--- src/rtl/freq_lock_pkg.sv ---
// Package: shared constants and helpers for the frequency lock detector.
// Assumes thresholds are small enough to fit a 32-bit count.
package freq_lock_pkg;

    localparam logic [1:0] ADDR_CTRL_A = 2'd0;
    localparam logic [1:0] ADDR_CTRL_B = 2'd1;
    localparam logic [1:0] ADDR_STATUS = 2'd2;

    localparam int BIT_SRC_SEL   = 0;
    localparam int BIT_STICKY_CL = 6;
    localparam int BIT_PIN_SEL   = 7;
    localparam int BIT_ST_STICKY = 4;

    // Converts a ppm limit into a rounded count difference over a 2^win_log2 window.
    function automatic int unsigned ppm_to_count(input int win_log2, input int ppm);
        longint unsigned prod;
        prod = (longint'(1) << win_log2) * longint'(ppm) + 64'd500000;
        return int'(prod / 64'd1000000);
    endfunction

endpackage

--- src/rtl/flk_window.sv ---
// Measurement window: counts comparison ticks until 2^(WIN_LOG2-k) have been
// seen, then reports |oscillator count - 2^WIN_LOG2| with a one-cycle done.
// Assumes tick inputs are single-cycle enables synchronous to clk.
module flk_window #(
    parameter int WIN_LOG2 = 20,
    parameter int CW       = WIN_LOG2 + 2
) (
    input  logic          clk,
    input  logic          rst_n,
    input  logic          restart_win,
    input  logic          vco_tick,
    input  logic          base_tick,
    input  logic [3:0]    div_sel,
    output logic          done_o,
    output logic [CW-1:0] err_o
);
    localparam logic [CW-1:0] EXPECTED = CW'(1) << WIN_LOG2;
    localparam logic [CW-1:0] CNT_MAX  = '1;
    localparam int            KMAX     = WIN_LOG2 - 1;

    logic [CW-1:0] ref_cnt, vco_cnt, vco_next, target;
    int            k_eff;

    // Limit the divide field and derive the comparison-tick target.
    always_comb begin
        k_eff  = (int'(div_sel) > KMAX) ? KMAX : int'(div_sel);
        target = CW'(1) << (WIN_LOG2 - k_eff);
    end

    // Saturating next value of the oscillator count.
    assign vco_next = (vco_cnt == CNT_MAX) ? vco_cnt : vco_cnt + CW'(vco_tick);

    // Advance the counters and close the window on the last comparison tick.
    always_ff @(posedge clk) begin
        if (!rst_n) begin
            ref_cnt <= '0;
            vco_cnt <= '0;
            done_o  <= 1'b0;
            err_o   <= '0;
        end else begin
            done_o <= 1'b0;
            if (restart_win) begin
                ref_cnt <= '0;
                vco_cnt <= '0;
            end else if (base_tick && (ref_cnt + CW'(1) == target)) begin
                done_o  <= 1'b1;
                err_o   <= (vco_next >= EXPECTED) ? vco_next - EXPECTED : EXPECTED - vco_next;
                ref_cnt <= '0;
                vco_cnt <= '0;
            end else begin
                vco_cnt <= vco_next;
                if (base_tick) ref_cnt <= ref_cnt + CW'(1);
            end
        end
    end

    // the comparison count never passes the window length.
    p_ref_bound_r1: assert property (@(posedge clk) disable iff (!rst_n)
        ref_cnt < target);

endmodule

--- src/rtl/flk_lock_fsm.sv ---
// Lock state with hysteresis: releases the flag on a small error, reasserts it
// on a large error or a harmonic pulse, pulses restart, keeps the sticky bit.
// Assumes done_i is a one-cycle strobe qualifying err_i.
module flk_lock_fsm #(
    parameter int          CW         = 22,
    parameter int unsigned LOCK_CNT   = 262,
    parameter int unsigned UNLOCK_CNT = 1049
) (
    input  logic          clk,
    input  logic          rst_n,
    input  logic          done_i,
    input  logic [CW-1:0] err_i,
    input  logic          harm_i,
    input  logic          clr_sticky_i,
    output logic          lol_o,
    output logic          restart_o,
    output logic          sticky_o
);
    logic small_err, large_err, loss_evt;

    // Classify the finished window against the two thresholds.
    always_comb begin
        small_err = done_i && (err_i <= CW'(LOCK_CNT));
        large_err = done_i && (err_i >  CW'(UNLOCK_CNT));
        loss_evt  = harm_i || (!lol_o && large_err);
    end

    // Update the live flag and the restart pulse.
    always_ff @(posedge clk) begin
        if (!rst_n) begin
            lol_o     <= 1'b1;
            restart_o <= 1'b0;
        end else begin
            restart_o <= loss_evt;
            if (loss_evt)                lol_o <= 1'b1;
            else if (lol_o && small_err) lol_o <= 1'b0;
        end
    end

    // Sticky record of loss events; a new event wins over a clear.
    always_ff @(posedge clk) begin
        if (!rst_n)            sticky_o <= 1'b0;
        else if (loss_evt)     sticky_o <= 1'b1;
        else if (clr_sticky_i) sticky_o <= 1'b0;
    end

    // release only after a small-error window without a harmonic.
    p_release_small_r2: assert property (@(posedge clk) disable iff (!rst_n)
        $fell(lol_o) |-> $past(done_i && err_i <= CW'(LOCK_CNT) && !harm_i));
    // inside the band the flag keeps its value.
    p_band_hold_r3: assert property (@(posedge clk) disable iff (!rst_n)
        (done_i && !harm_i && err_i > CW'(LOCK_CNT) && err_i <= CW'(UNLOCK_CNT)) |=> $stable(lol_o));
    // each reassertion comes with a restart pulse.
    p_restart_on_loss_r4: assert property (@(posedge clk) disable iff (!rst_n)
        $rose(lol_o) |-> restart_o);
    // a harmonic pulse forces loss and restart.
    p_harm_force_r5: assert property (@(posedge clk) disable iff (!rst_n)
        harm_i |=> (lol_o && restart_o));
    // sticky sets with every reassertion.
    p_sticky_set_r7: assert property (@(posedge clk) disable iff (!rst_n)
        $rose(lol_o) |-> sticky_o);
    // sticky only falls after a clear sequence.
    p_sticky_clear_r8: assert property (@(posedge clk) disable iff (!rst_n)
        $fell(sticky_o) |-> $past(clr_sticky_i));

endmodule

--- src/rtl/flk_regs.sv ---
// Register port: two control bytes and a status byte; detects the
// bit-6 one-to-zero write on control B that clears the sticky bit.
// Assumes a single-cycle write strobe; reads are combinational.
module flk_regs
    import freq_lock_pkg::*;
(
    input  logic       clk,
    input  logic       rst_n,
    input  logic       we,
    input  logic [1:0] addr,
    input  logic [7:0] wdata,
    input  logic       lol_live,
    input  logic       sticky,
    output logic [7:0] rdata,
    output logic [7:0] ctrl_a,
    output logic [7:0] ctrl_b,
    output logic       wr_a,
    output logic       clr_sticky
);
    logic wr_b;

    // Decode write strobes and the clear sequence.
    always_comb begin
        wr_a       = we && (addr == ADDR_CTRL_A);
        wr_b       = we && (addr == ADDR_CTRL_B);
        clr_sticky = wr_b && ctrl_b[BIT_STICKY_CL] && !wdata[BIT_STICKY_CL];
    end

    // Hold the control bytes.
    always_ff @(posedge clk) begin
        if (!rst_n) begin
            ctrl_a <= '0;
            ctrl_b <= '0;
        end else begin
            if (wr_a) ctrl_a <= wdata;
            if (wr_b) ctrl_b <= wdata;
        end
    end

    // Read-back multiplexer.
    always_comb begin
        rdata = '0;
        case (addr)
            ADDR_CTRL_A: rdata = ctrl_a;
            ADDR_CTRL_B: rdata = ctrl_b;
            ADDR_STATUS: begin
                rdata[0]             = lol_live;
                rdata[BIT_ST_STICKY] = sticky;
            end
            default:     rdata = '0;
        endcase
    end

endmodule

--- src/rtl/freq_lock_monitor.sv ---
// Top: frequency lock detector with hysteresis, sticky status and a selectable
// output source. Assumes all tick inputs are synchronous one-cycle enables.
module freq_lock_monitor
    import freq_lock_pkg::*;
#(
    parameter int WIN_LOG2   = 20,
    parameter int LOCK_PPM   = 250,
    parameter int UNLOCK_PPM = 1000
) (
    input  logic       clk,
    input  logic       rst_n,
    input  logic       vco_tick,
    input  logic       ref_tick,
    input  logic       data_tick,
    input  logic       harm_det,
    input  logic       reg_we,
    input  logic [1:0] reg_addr,
    input  logic [7:0] reg_wdata,
    output logic [7:0] reg_rdata,
    output logic       lol_pin,
    output logic       acq_restart
);
    localparam int          CW         = WIN_LOG2 + 2;
    localparam int unsigned LOCK_CNT   = ppm_to_count(WIN_LOG2, LOCK_PPM);
    localparam int unsigned UNLOCK_CNT = ppm_to_count(WIN_LOG2, UNLOCK_PPM);

    logic [7:0]    ctrl_a, ctrl_b;
    logic          wr_a, clr_sticky, base_tick, restart_win;
    logic          done, lol_live, sticky;
    logic [CW-1:0] err;

    // Pick the comparison source and the window-abort condition.
    always_comb begin
        base_tick   = ctrl_a[BIT_SRC_SEL] ? ref_tick : data_tick;
        restart_win = harm_det || wr_a;
    end

    flk_regs u_regs (
        .clk(clk), .rst_n(rst_n), .we(reg_we), .addr(reg_addr), .wdata(reg_wdata),
        .lol_live(lol_live), .sticky(sticky), .rdata(reg_rdata),
        .ctrl_a(ctrl_a), .ctrl_b(ctrl_b), .wr_a(wr_a), .clr_sticky(clr_sticky)
    );

    flk_window #(.WIN_LOG2(WIN_LOG2), .CW(CW)) u_win (
        .clk(clk), .rst_n(rst_n), .restart_win(restart_win), .vco_tick(vco_tick),
        .base_tick(base_tick), .div_sel(ctrl_a[5:2]), .done_o(done), .err_o(err)
    );

    flk_lock_fsm #(.CW(CW), .LOCK_CNT(LOCK_CNT), .UNLOCK_CNT(UNLOCK_CNT)) u_fsm (
        .clk(clk), .rst_n(rst_n), .done_i(done), .err_i(err), .harm_i(harm_det),
        .clr_sticky_i(clr_sticky), .lol_o(lol_live), .restart_o(acq_restart),
        .sticky_o(sticky)
    );

    // Output pin source select.
    assign lol_pin = ctrl_b[BIT_PIN_SEL] ? sticky : lol_live;

    // with the select clear, the pin follows a sticky bit only through the live flag.
    p_pin_live_r9: assert property (@(posedge clk) disable iff (!rst_n)
        (!ctrl_b[BIT_PIN_SEL] && lol_pin) |-> !(sticky && !lol_live));

endmodule

--- config.mk ---
export PLATFORM = sky130hd
export DESIGN_NAME = freq_lock_monitor
export DESIGN_NICKNAME = d
export VERILOG_FILES = /design/src/rtl/freq_lock_pkg.sv /design/src/rtl/flk_window.sv /design/src/rtl/flk_lock_fsm.sv /design/src/rtl/flk_regs.sv /design/src/rtl/freq_lock_monitor.sv
export SDC_FILE = /design/constraint.sdc
export NUM_CORES = 1
export LEC_CHECK = 0
export ABC_AREA = 1
export BUFFER_PORTS_ARGS = -buffer_cell sky130_fd_sc_hd__buf_2
export CORE_ASPECT_RATIO = 0.75
export CORE_MARGIN = 4
export CORE_UTILIZATION = 45
export DETAILED_ROUTE_END_ITERATION = 6
export PLACE_DENSITY_LB_ADDON = 0.15
export RECOVER_POWER = 50
export SLEW_MARGIN = 20
export SYNTH_ARGS = -nofsm -noshare
export SYNTH_HDL_FRONTEND = slang
export SYNTH_HIERARCHICAL = 1
export SYNTH_SLANG_ARGS = --single-unit
--- constraint.sdc ---
create_clock -name clk -period 4.05 [get_ports clk]
set_clock_uncertainty 0.1 [all_clocks]
set_input_delay 0.81 -clock clk [delete_from_list [all_inputs] [get_ports clk]]
set_output_delay 0.81 -clock clk [all_outputs]
set_load 0.1 [all_outputs]
Word-level counts from Yosys, hierarchy flattened
Cells that the tools add are included.
{"block": "totals", "regBits": 86, "input_bits": 17, "output_inout_bits": 10, "wordCells": 54}
{"block": "classes", "add_sub_neg": 5, "order_cmp": 3, "eq_ne": 4, "shifts": 1, "mux": 11, "bitwise_logic": 2, "n_reduce_logical": 19}
{"op": "$mux W22", "count": 2}
{"op": "$shl A1 B32 Y22 const A", "count": 1}
{"op": "$add A22 B1 Y22", "count": 1}
{"op": "$add A22 B1 Y22 const B", "count": 1}
{"op": "$eq A22 B22 Y1", "count": 1}
{"op": "$eq A22 B22 Y1 const B", "count": 1}
{"op": "$ge A22 B21 Y1 const B", "count": 1}
{"op": "$gt A22 B11 Y1 const B", "count": 1}
{"op": "$le A22 B9 Y1 const B", "count": 1}
{"op": "$sub A21 B22 Y22 const A", "count": 1}
{"op": "$sub A22 B21 Y22 const B", "count": 1}
{"op": "$pmux W3 S2", "count": 2}
{"op": "$logic_and A1 B1 Y1", "count": 9}
{"op": "$pmux W1 S3", "count": 2}
{"op": "$sub A5 B4 Y6 const A", "count": 1}
{"op": "$mux W1", "count": 5}
{"op": "$reduce_or A2 Y1", "count": 2}
{"op": "$reduce_or A3 Y1", "count": 1}
{"op": "$eq A2 B1 Y1 const B", "count": 1}
{"op": "$eq A2 B2 Y1 const B", "count": 1}
{"op": "$logic_not A1 Y1", "count": 2}
{"op": "$logic_not A2 Y1", "count": 1}
{"op": "$logic_or A1 B1 Y1", "count": 2}
{"op": "$not A1 Y1", "count": 2}
{"op": "other kinds (2)", "count": 2}

Depth between registers and ports, before layout
Gate-level depths: netlist of the first run.
{"block": "logic_depth", "ltp_word": 6, "depth_mapped": 21, "mapped_depth_nobuf": 20}

Modules after synthesis
Netlist of the first run, hierarchy kept.
{"module": "flk_window", "instances": 1, "cells_per_inst": 825, "area_each_um2": 4877.2, "seq_area_each_um2": 1341.3}
{"module": "flk_regs", "instances": 1, "cells_per_inst": 128, "area_each_um2": 803.3, "seq_area_each_um2": 320.3}
{"module": "flk_lock_fsm", "instances": 1, "cells_per_inst": 58, "area_each_um2": 289.0, "seq_area_each_um2": 60.1}
{"module": "freq_lock_monitor", "instances": 1, "cells_per_inst": 9, "area_each_um2": 36.3, "seq_area_each_um2": 0.0}

Worst setup path before layout of the first run
No wires, ideal clock.
{"block": "synth_timing", "path_type": "input to output", "start": "input reg_addr[1]", "end": "output reg_rdata[1]", "arrival_ns": 3.139, "required_time_ns": 3.140, "setup_slack_ns": 0.001, "cell_stages": 3, "path_buffers": 0, "cell_sequence": "inv_1 -> nand2_1 -> o21ai_0"}
{"block": "synth_via", "elab_chain_cells": 2, "elab_cells_between_ends": 3, "cone_classes": "eq/ne (1); mux (1); reduce/logical (1)"}
{"element": "from (decl)", "line_no": "freq_lock_monitor.sv:17", "source": "input logic [1:0] reg_addr,"}
{"element": "$eq A2 B1 Y1 or $logic_not A2 Y1 (tied branches)", "line_no": "flk_regs.sv:43", "source": "case (addr)"}
{"element": "$pmux W3 S2 *", "line_no": "flk_regs.sv:43"}
{"element": "to (decl)", "line_no": "freq_lock_monitor.sv:19", "source": "output logic [7:0] reg_rdata,"}
Mark *: on every way between the ends. The rest lies on a longest branch, timed or not.

Worst setup path in the final report of the first run
{"block": "layout_timing", "start": "register u_win.ref_cnt[0]", "end": "register u_win.ref_cnt[4]"}
{"block": "layout_via", "elab_chain_cells": 4}
{"element": "from (decl)", "line_no": "flk_window.sv:21", "source": "logic [CW-1:0] ref_cnt, vco_cnt, vco_next, target;"}
{"element": "from (signal assigned)", "line_no": "flk_window.sv:52", "source": "if (base_tick) ref_cnt <= ref_cnt + CW'(1);"}
{"element": "$add A22 B1 Y22 *", "line_no": "flk_window.sv:45, flk_window.sv:52"}
{"element": "$eq A22 B22 Y1", "line_no": "flk_window.sv:45", "source": "end else if (base_tick && (ref_cnt + CW'(1) == target)) begin"}
{"element": "$logic_and A1 B1 Y1", "line_no": "flk_window.sv:45"}
{"element": "$reduce_or A3 Y1 (no source line)"}
Marked as above.
A chain may end at the register's enable or synchronous reset.

==> results of run 1 <==
cell type report:
class                      instances  area (sq um)  share of cell area [%]
clock buffer                      10           239                    3.64
inverter                         141           529                    8.06
timing repair buffer              32           169                    2.57
sequential                        86          1720                    26.2
clock inverter                     6           109                    1.66
multi-input combinational        767          3580                    54.6
tap                              171           214                    3.26
state kept, by name, summed over array words and instances, names as in the netlist:
name             count
u_win/vco_cnt       22
u_fsm/sticky_o       1
u_fsm/lol_o          1
u_win/err_o         22
u_win/done_o         1
u_regs/ctrl_b        8
u_win/ref_cnt       22
u_fsm/restart_o      1
u_regs/ctrl_a        8
placed cells by master, fill, tap and decap left out, drive strengths merged, types with 2 or more instances in the layout:
master,n
a211oi,10
bufinv,3
a21oi,28
nand2,280
xor2,11
xnor2,14
clkinv,5
clkbuf,14
dfxtp,86
ha,6
nand3,98
o21bai,2
o211ai,3
buf,28
o21ai,39
nor3,9
nor2,234
inv,139
nand3b,10
nand4,18
how the worst max path moves through the flow:
stage                             startpoint                       endpoint  slack, ns  cells after the start
2_1_floorplan                    reg_addr[1]                   reg_rdata[1]     0.0009                      3
3_3_place_gp                        vco_tick   u_win/err_o[14]$_SDFFE_PN0P_       0.36                     19
3_5_place_dp                        vco_tick   u_win/err_o[15]$_SDFFE_PN0P_       0.29                     19
4_1_cts                             vco_tick   u_win/err_o[15]$_SDFFE_PN0P_       0.65                     19
5_1_grt        u_win/ref_cnt[0]$_SDFFE_PP0P_  u_win/ref_cnt[4]$_SDFFE_PP0P_       0.08                     15
6_report       u_win/ref_cnt[0]$_SDFFE_PP0P_  u_win/ref_cnt[4]$_SDFFE_PP0P_       0.40                     15
worst reg2reg max path, stage by stage, from the launching register on:
cell and delay (ns):
dfxtp_1 0.47, ha_1 0.34, nand2_4 0.12, nor2_1 0.23, nand2_1 0.15, inv_1 0.13, nand2_1 0.08, nand3b_1 0.12
nand2_1 0.07, nor3b_1 0.26, nand2_1 0.13, nor3_4 0.14, nand2_1 0.14, nand3_2 0.08, clkbuf_2 0.83, a211oi_1 0.12
kinds of logic after synthesis:
family / after synthesis / share of synthesized area, %
compound gates: 83 / 7.63
simple gates: 653 / 47.3
buf+inv: 167 / 11.5
xor+xnor: 25 / 3.65
fa+ha+maj: 6 / 1.25
flops: 86 / 28.7
routing by layer:
| layer | global-route usage, % | up-vias | wire length, microns |
|---|---|---|---|
| met4 | 4.52 | 0 | 116 |
| met5 | 0 | - | 0 |
| li1 | - | 3219 | - |
| met3 | 3.93 | 9 | 1270 |
| met2 | 27.7 | 175 | 5620 |
| met1 | 35.5 | 2631 | 8920 |
through the flow:
step	std cells	util, %	setup WS, ns	cell area, sq um	power [mW]
2_1_floorplan	1020	-	0.000930	6010	1.08
3_3_place_gp	1197	48.0	0.364	6250	1.13
3_5_place_dp	1197	48.0	0.291	6250	1.13
4_1_cts	1213	50.7	0.652	6590	2.11
5_1_grt	1213	50.4	0.0799	6570	2.17
6_report	1213	50.4	0.399	6570	2.09
power by group through the flow:
stage	logic (mW)	clock network, mW	registers (mW)
after floorplan	0.182	0	0.895
after global placement	0.237	0	0.897
after CTS	0.237	0.999	0.878
final	0.234	0.974	0.878
after global routing	0.262	1.03	0.880
after detailed placement	0.236	0	0.897
==> metrics, run 1 <==
Post-Syn Area=approximately 0.0060 sq mm; Layout Area Growth over Synthesis=9.31%; final period utilization=90.2%; Die W=~140 microns; first-pass GRT wire length=approximately 26000 microns; worst path cell trace=ha_1 -> nand2_4 -> nor2_1 -> nand2_1 -> inv_1 -> nand2_1 -> nand3b_1 -> nand2_1 -> nor3b_1 -> nand2_1 -> nor3_4 -> nand2_1 -> nand3_2 -> clkbuf_2 -> a211oi_1; hold path depth=2; RR Startpoint=u_win/ref_cnt[0]$_SDFFE_PP0P_; most frequently used flop master after synthesis=dfxtp_1; TritonCTS clock tree=yes; largest net degree at the start of global routing=45; peak supply drop=~0.25 mV; startpoint types=flop; 1st-pass router iterations=6; total grt overflow=0; vias in the first global route=5230; GP Congestion=0.918; Flop pwr share=42.1%; total wire length=15900 microns; part of the Yosys area used for sequential elements=28.7%; Hold Crit Endpoint=u_regs/ctrl_a[1]$_SDFFE_PN0P_; Hold WS=between 0.3 and 0.4 ns; nets=1060; Yosys top cell by area=dfxtp_1; CTS Sinks=86; Hold Path Origin=u_regs/ctrl_a[1]$_SDFFE_PN0P_; core area=0.0130 sq mm; Post-synth EDFFs=0; Ys Warns=6; CTS Buf Count=9; clk slew on worst S/H paths=0.07 ns; DP Wirelength=12100 microns; synth top area cells=dfxtp_1, nand2_1, nor2_1, inv_1, nand3_1; ys async rst share=0%; Vias/cell=4.97; final setup fails=0; maximum clock rate=0.274 GHz; CP endpoint kind=flop; cell with the most instances after synthesis=nand2_1; library cells used by synthesis=37; Clock Root Buffer=clkbuf_16; switching share of power=about 26%; Required @ worst endpoint=4.12 ns; CP Max Fanout=44; CTS max path bufs=2; Worst Tran Pin Value=1.65 ns; Max Cap Viol=1; Hold Fails Final Rpt=0; Final Slew Violations=42; syn avg cell area=5.89 sq um; Pwr Density=318 mW/mm^2; worst reg2reg setup slack=0.40 ns; GRT Total Usage=21.4%; share of Yosys cell area claimed by the top area cell type=between 20% and 30%; R2R depth=15; fillcell total=1383; Critical-path top delay cell=clkbuf_2; Port Buf Inserts=26; wire per inst=13.1 microns; antenna cells=0; Final TNS setup=0 ns; via count=between 6000 and 7000; slew margin rel.=-9.99%; commonest cells in the netlist=nand2_1, nor2_1, inv_1; io pins=27; CP Data Arrival Time=roughly 3.7 ns; Worst-Skew Late Latency=0.34 ns; H-tree depth=3; buffer count from post-CTS setup fixing=0; # DRC=0; First DRT Iteration DRCs=453; failing checks=max-capacitance violations, max-slew violations; Initial Util=between 40% and 50%; Pint=approximately 1.5 mW; Final ANT Viol Nets=0; Psw=0.539 mW; crit-path most repeated cell=nand2_1; full die area=0.0153 sq mm; Clk network pwr share=46.7%; type of the worst min-delay path=flop to flop; Hold-fix buffers, CTS=0; CP Buf/Inv Count=2; endpoint of the worst register-to-register path=u_win/ref_cnt[4]$_SDFFE_PP0P_; Logic pwr share=11.2%; synthesized instance count=1020; cell family with most CP delay=simple AND/OR/NAND/NOR gates; Post-CTS Resized=0; Die Span Y=108 microns; layout cell share with drive strength beyond 1=7.87%; Mapped Nets=between 1000 and 1500; Max stage delay on crit path=0.83 ns; unrepaired setup endpoints after global routing=false; outcome=complete, but fails checks; Setup Crit Path Kind=flop to flop; leakage=just over 3 nW; initial antenna violation count=0; Period minus WS final=3.65 ns; Yosys reg bits=86; Core Rows=36
(Power assumes the default switching activity.)
==> run 2, diff against run 1 <==
Settings changed: PLACE_DENSITY set to 0.59, PLACE_DENSITY_LB_ADDON 0.15 to unset.
==> metrics, run 2 (synthesis gave the netlist of run 1 again) <==
outcome=complete, but fails checks (unchanged); failing checks=max-capacitance violations, max-slew violations (unchanged); RR Startpoint=u_win/ref_cnt[0]$_SDFFE_PP0P_ (unchanged); Period minus WS final=3.54 ns (was 3.65 ns); final setup fails=0 (unchanged); Final Util=50.1% (was 50.4%); Worst-Skew Late Latency=0.35 ns (was 0.34 ns); CTS max path bufs=2 (unchanged); layout cell share with drive strength beyond 1=7.77% (was 7.87%); worst reg2reg setup slack=0.51 ns (was 0.40 ns); largest net degree at the start of global routing=45 (unchanged); initial antenna violation count=0 (unchanged); # DRC=0 (unchanged); hold path depth=2 (unchanged); first-pass GRT wire length=27000 microns (was 26300 microns); DP Wirelength=12600 microns (was 12100 microns); buffer count from post-CTS setup fixing=0 (unchanged); slew margin rel.=-10.1% (was -9.99%); endpoint of the worst register-to-register path=u_win/err_o[8]$_SDFFE_PN0P_ (was u_win/ref_cnt[4]$_SDFFE_PP0P_); Core Rows=36 (unchanged); GP Congestion=0.930 (was 0.918); Hold WS=0.374 ns (was 0.380 ns); Initial Util=46.1% (unchanged); total wire length=16700 microns (was 15900 microns); peak supply drop=0.253 mV (was 0.255 mV); Final TNS setup=0 ns (unchanged); switching share of power=29.8% (was 25.8%); Worst Tran Pin Value=1.65 ns (about the same); Hold Crit Endpoint=u_regs/ctrl_a[1]$_SDFFE_PN0P_ (unchanged); leakage=3.00 nW (was 3.02 nW); Flop pwr share=45.5% (was 42.1%); Psw=0.575 mW (was 0.539 mW); vias in the first global route=5184 (was 5230); Required @ worst endpoint=4.19 ns (was 4.12 ns); Port Buf Inserts=26 (unchanged); antenna cells=0 (unchanged); TritonCTS clock tree=yes (unchanged); unrepaired setup endpoints after global routing=false (unchanged); fillcell total=1369 (was 1383); maximum clock rate=0.283 GHz (was 0.274 GHz); 1st-pass router iterations=7 (was 6); full die area=0.0153 sq mm (unchanged); Pint=1.35 mW (was 1.55 mW); R2R depth=14 (was 15); H-tree depth=3 (unchanged); CTS Sinks=86 (unchanged); Post-CTS Resized=0 (unchanged); Clk network pwr share=42.2% (was 46.7%); via count=6038 (was 6034); Pwr Density=296 mW/mm^2 (was 318 mW/mm^2); startpoint types=flop (unchanged); final period utilization=87.4% (was 90.2%); Logic pwr share=12.3% (was 11.2%); CP Data Arrival Time=3.68 ns (was 3.72 ns); nets=1061 (was 1060); Die W=141 microns (unchanged); io pins=27 (unchanged); First DRT Iteration DRCs=680 (was 453); Clock Root Buffer=clkbuf_16 (unchanged); total grt overflow=0 (unchanged); CP Max Fanout=19 (was 44); type of the worst min-delay path=flop to flop (unchanged); CP endpoint kind=flop (unchanged); most frequent cells in the layout=nand2_1, nor2_1, inv_1 (unchanged); Layout Area Growth over Synthesis=8.54% (was 9.31%); Vias/cell=4.97 (about the same); Hold Fails Final Rpt=0 (unchanged); Hold Path Origin=u_regs/ctrl_a[1]$_SDFFE_PN0P_ (unchanged); Hold-fix buffers, CTS=0 (unchanged); most common cell after layout, fill and taps aside=nand2_1 (unchanged); core area=0.0130 sq mm (unchanged); GRT Total Usage=22.3% (was 21.4%); Largest regs=u_win/err_o x22, u_win/ref_cnt x22, u_win/vco_cnt x22 (unchanged); Final ANT Viol Nets=0 (unchanged); wire per inst=13.7 microns (was 13.1 microns); Max Cap Viol=1 (unchanged); Setup Crit Path Kind=flop to flop (unchanged); CTS Buf Count=9 (unchanged); Die Span Y=108 microns (unchanged); Final Slew Violations=42 (unchanged); clk slew on worst S/H paths=0.07 ns (about the same)
[run 2: cell types whose count changed in the layout (fill, tap and decap cells not counted), moves of 2 or more]
cell / before / now
inv_6: 0 / 2
buf_2: 23 / 21
buf_12: 0 / 2
bufinv_16: 3 / 0
clkinvlp_4: 0 / 2
[run 2: power by group through the flow]
stage                     logic [mW]  registers [mW]  clock network [mW]
after floorplan                0.182           0.895                   0
after global placement         0.240           0.898                   0
after detailed placement       0.238           0.897                   0
after CTS                      0.240           0.878               0.841
after global routing           0.265           0.880               0.873
final                          0.237           0.878               0.814
[run 2: how the worst max path moves through the flow]
| stage | slack (ns) | endpoint | startpoint | depth (start not counted) |
|---|---|---|---|---|
| final | 0.51 | u_win/err_o[8]$_SDFFE_PN0P_ | u_win/ref_cnt[0]$_SDFFE_PP0P_ | 14 |
| after global routing | 0.27 | u_win/err_o[18]$_SDFFE_PN0P_ | u_win/ref_cnt[0]$_SDFFE_PP0P_ | 16 |
| after CTS | 0.79 | u_win/err_o[15]$_SDFFE_PN0P_ | vco_tick | 20 |
| after detailed placement | 0.42 | u_win/err_o[15]$_SDFFE_PN0P_ | vco_tick | 20 |
| after global placement | 0.48 | u_win/err_o[20]$_SDFFE_PN0P_ | vco_tick | 14 |
| after floorplan | 0.0009 | reg_rdata[1] | reg_addr[1] | 3 |
[run 2: area by class of cell]
| class | instances | area (sq um) | area share [%] |
|---|---|---|---|
| multi-input combinational | 767 | 3570 | 54.7 |
| sequential | 86 | 1720 | 26.4 |
| inverter | 141 | 529 | 8.12 |
| clock buffer | 9 | 225 | 3.45 |
| tap | 171 | 214 | 3.28 |
| timing repair buffer | 33 | 204 | 3.13 |
| clock inverter | 7 | 57.6 | 0.883 |
[run 2: metrics by stage]
stage          cell area (sq um)  setup slack (ns)  std cells  total power [mW]
2_1_floorplan               6010          0.000930       1020              1.08
3_3_place_gp                6270             0.479       1198              1.14
3_5_place_dp                6270             0.422       1198              1.14
4_1_cts                     6550             0.794       1214              1.96
5_1_grt                     6520             0.269       1214              2.02
6_report                    6520             0.512       1214              1.93
[run 2: worst max-delay path: stages, from the launching register on]
cell	delay, ns
dfxtp_1	0.46
ha_1	0.33
nand2_4	0.12
nor2_1	0.25
nand2_1	0.17
inv_1	0.13
nand2_1	0.08
nand3b_1	0.11
nand2_1	0.06
nor3b_1	0.31
nand2_1	0.10
nor3_1	0.28
nand3_2	0.43
a21oi_1	0.38
nor2_1	0.09
[run 2: metal layers]
metal | track usage [%] | part of all wire [%] | up-vias
met5 | 0 | 0 | -
met4 | 4.79 | 0.92 | 0
met3 | 4.29 | 6.9 | 17
met2 | 27.1 | 34 | 196
met1 | 38.3 | 58 | 2603
li1 | - | - | 3222
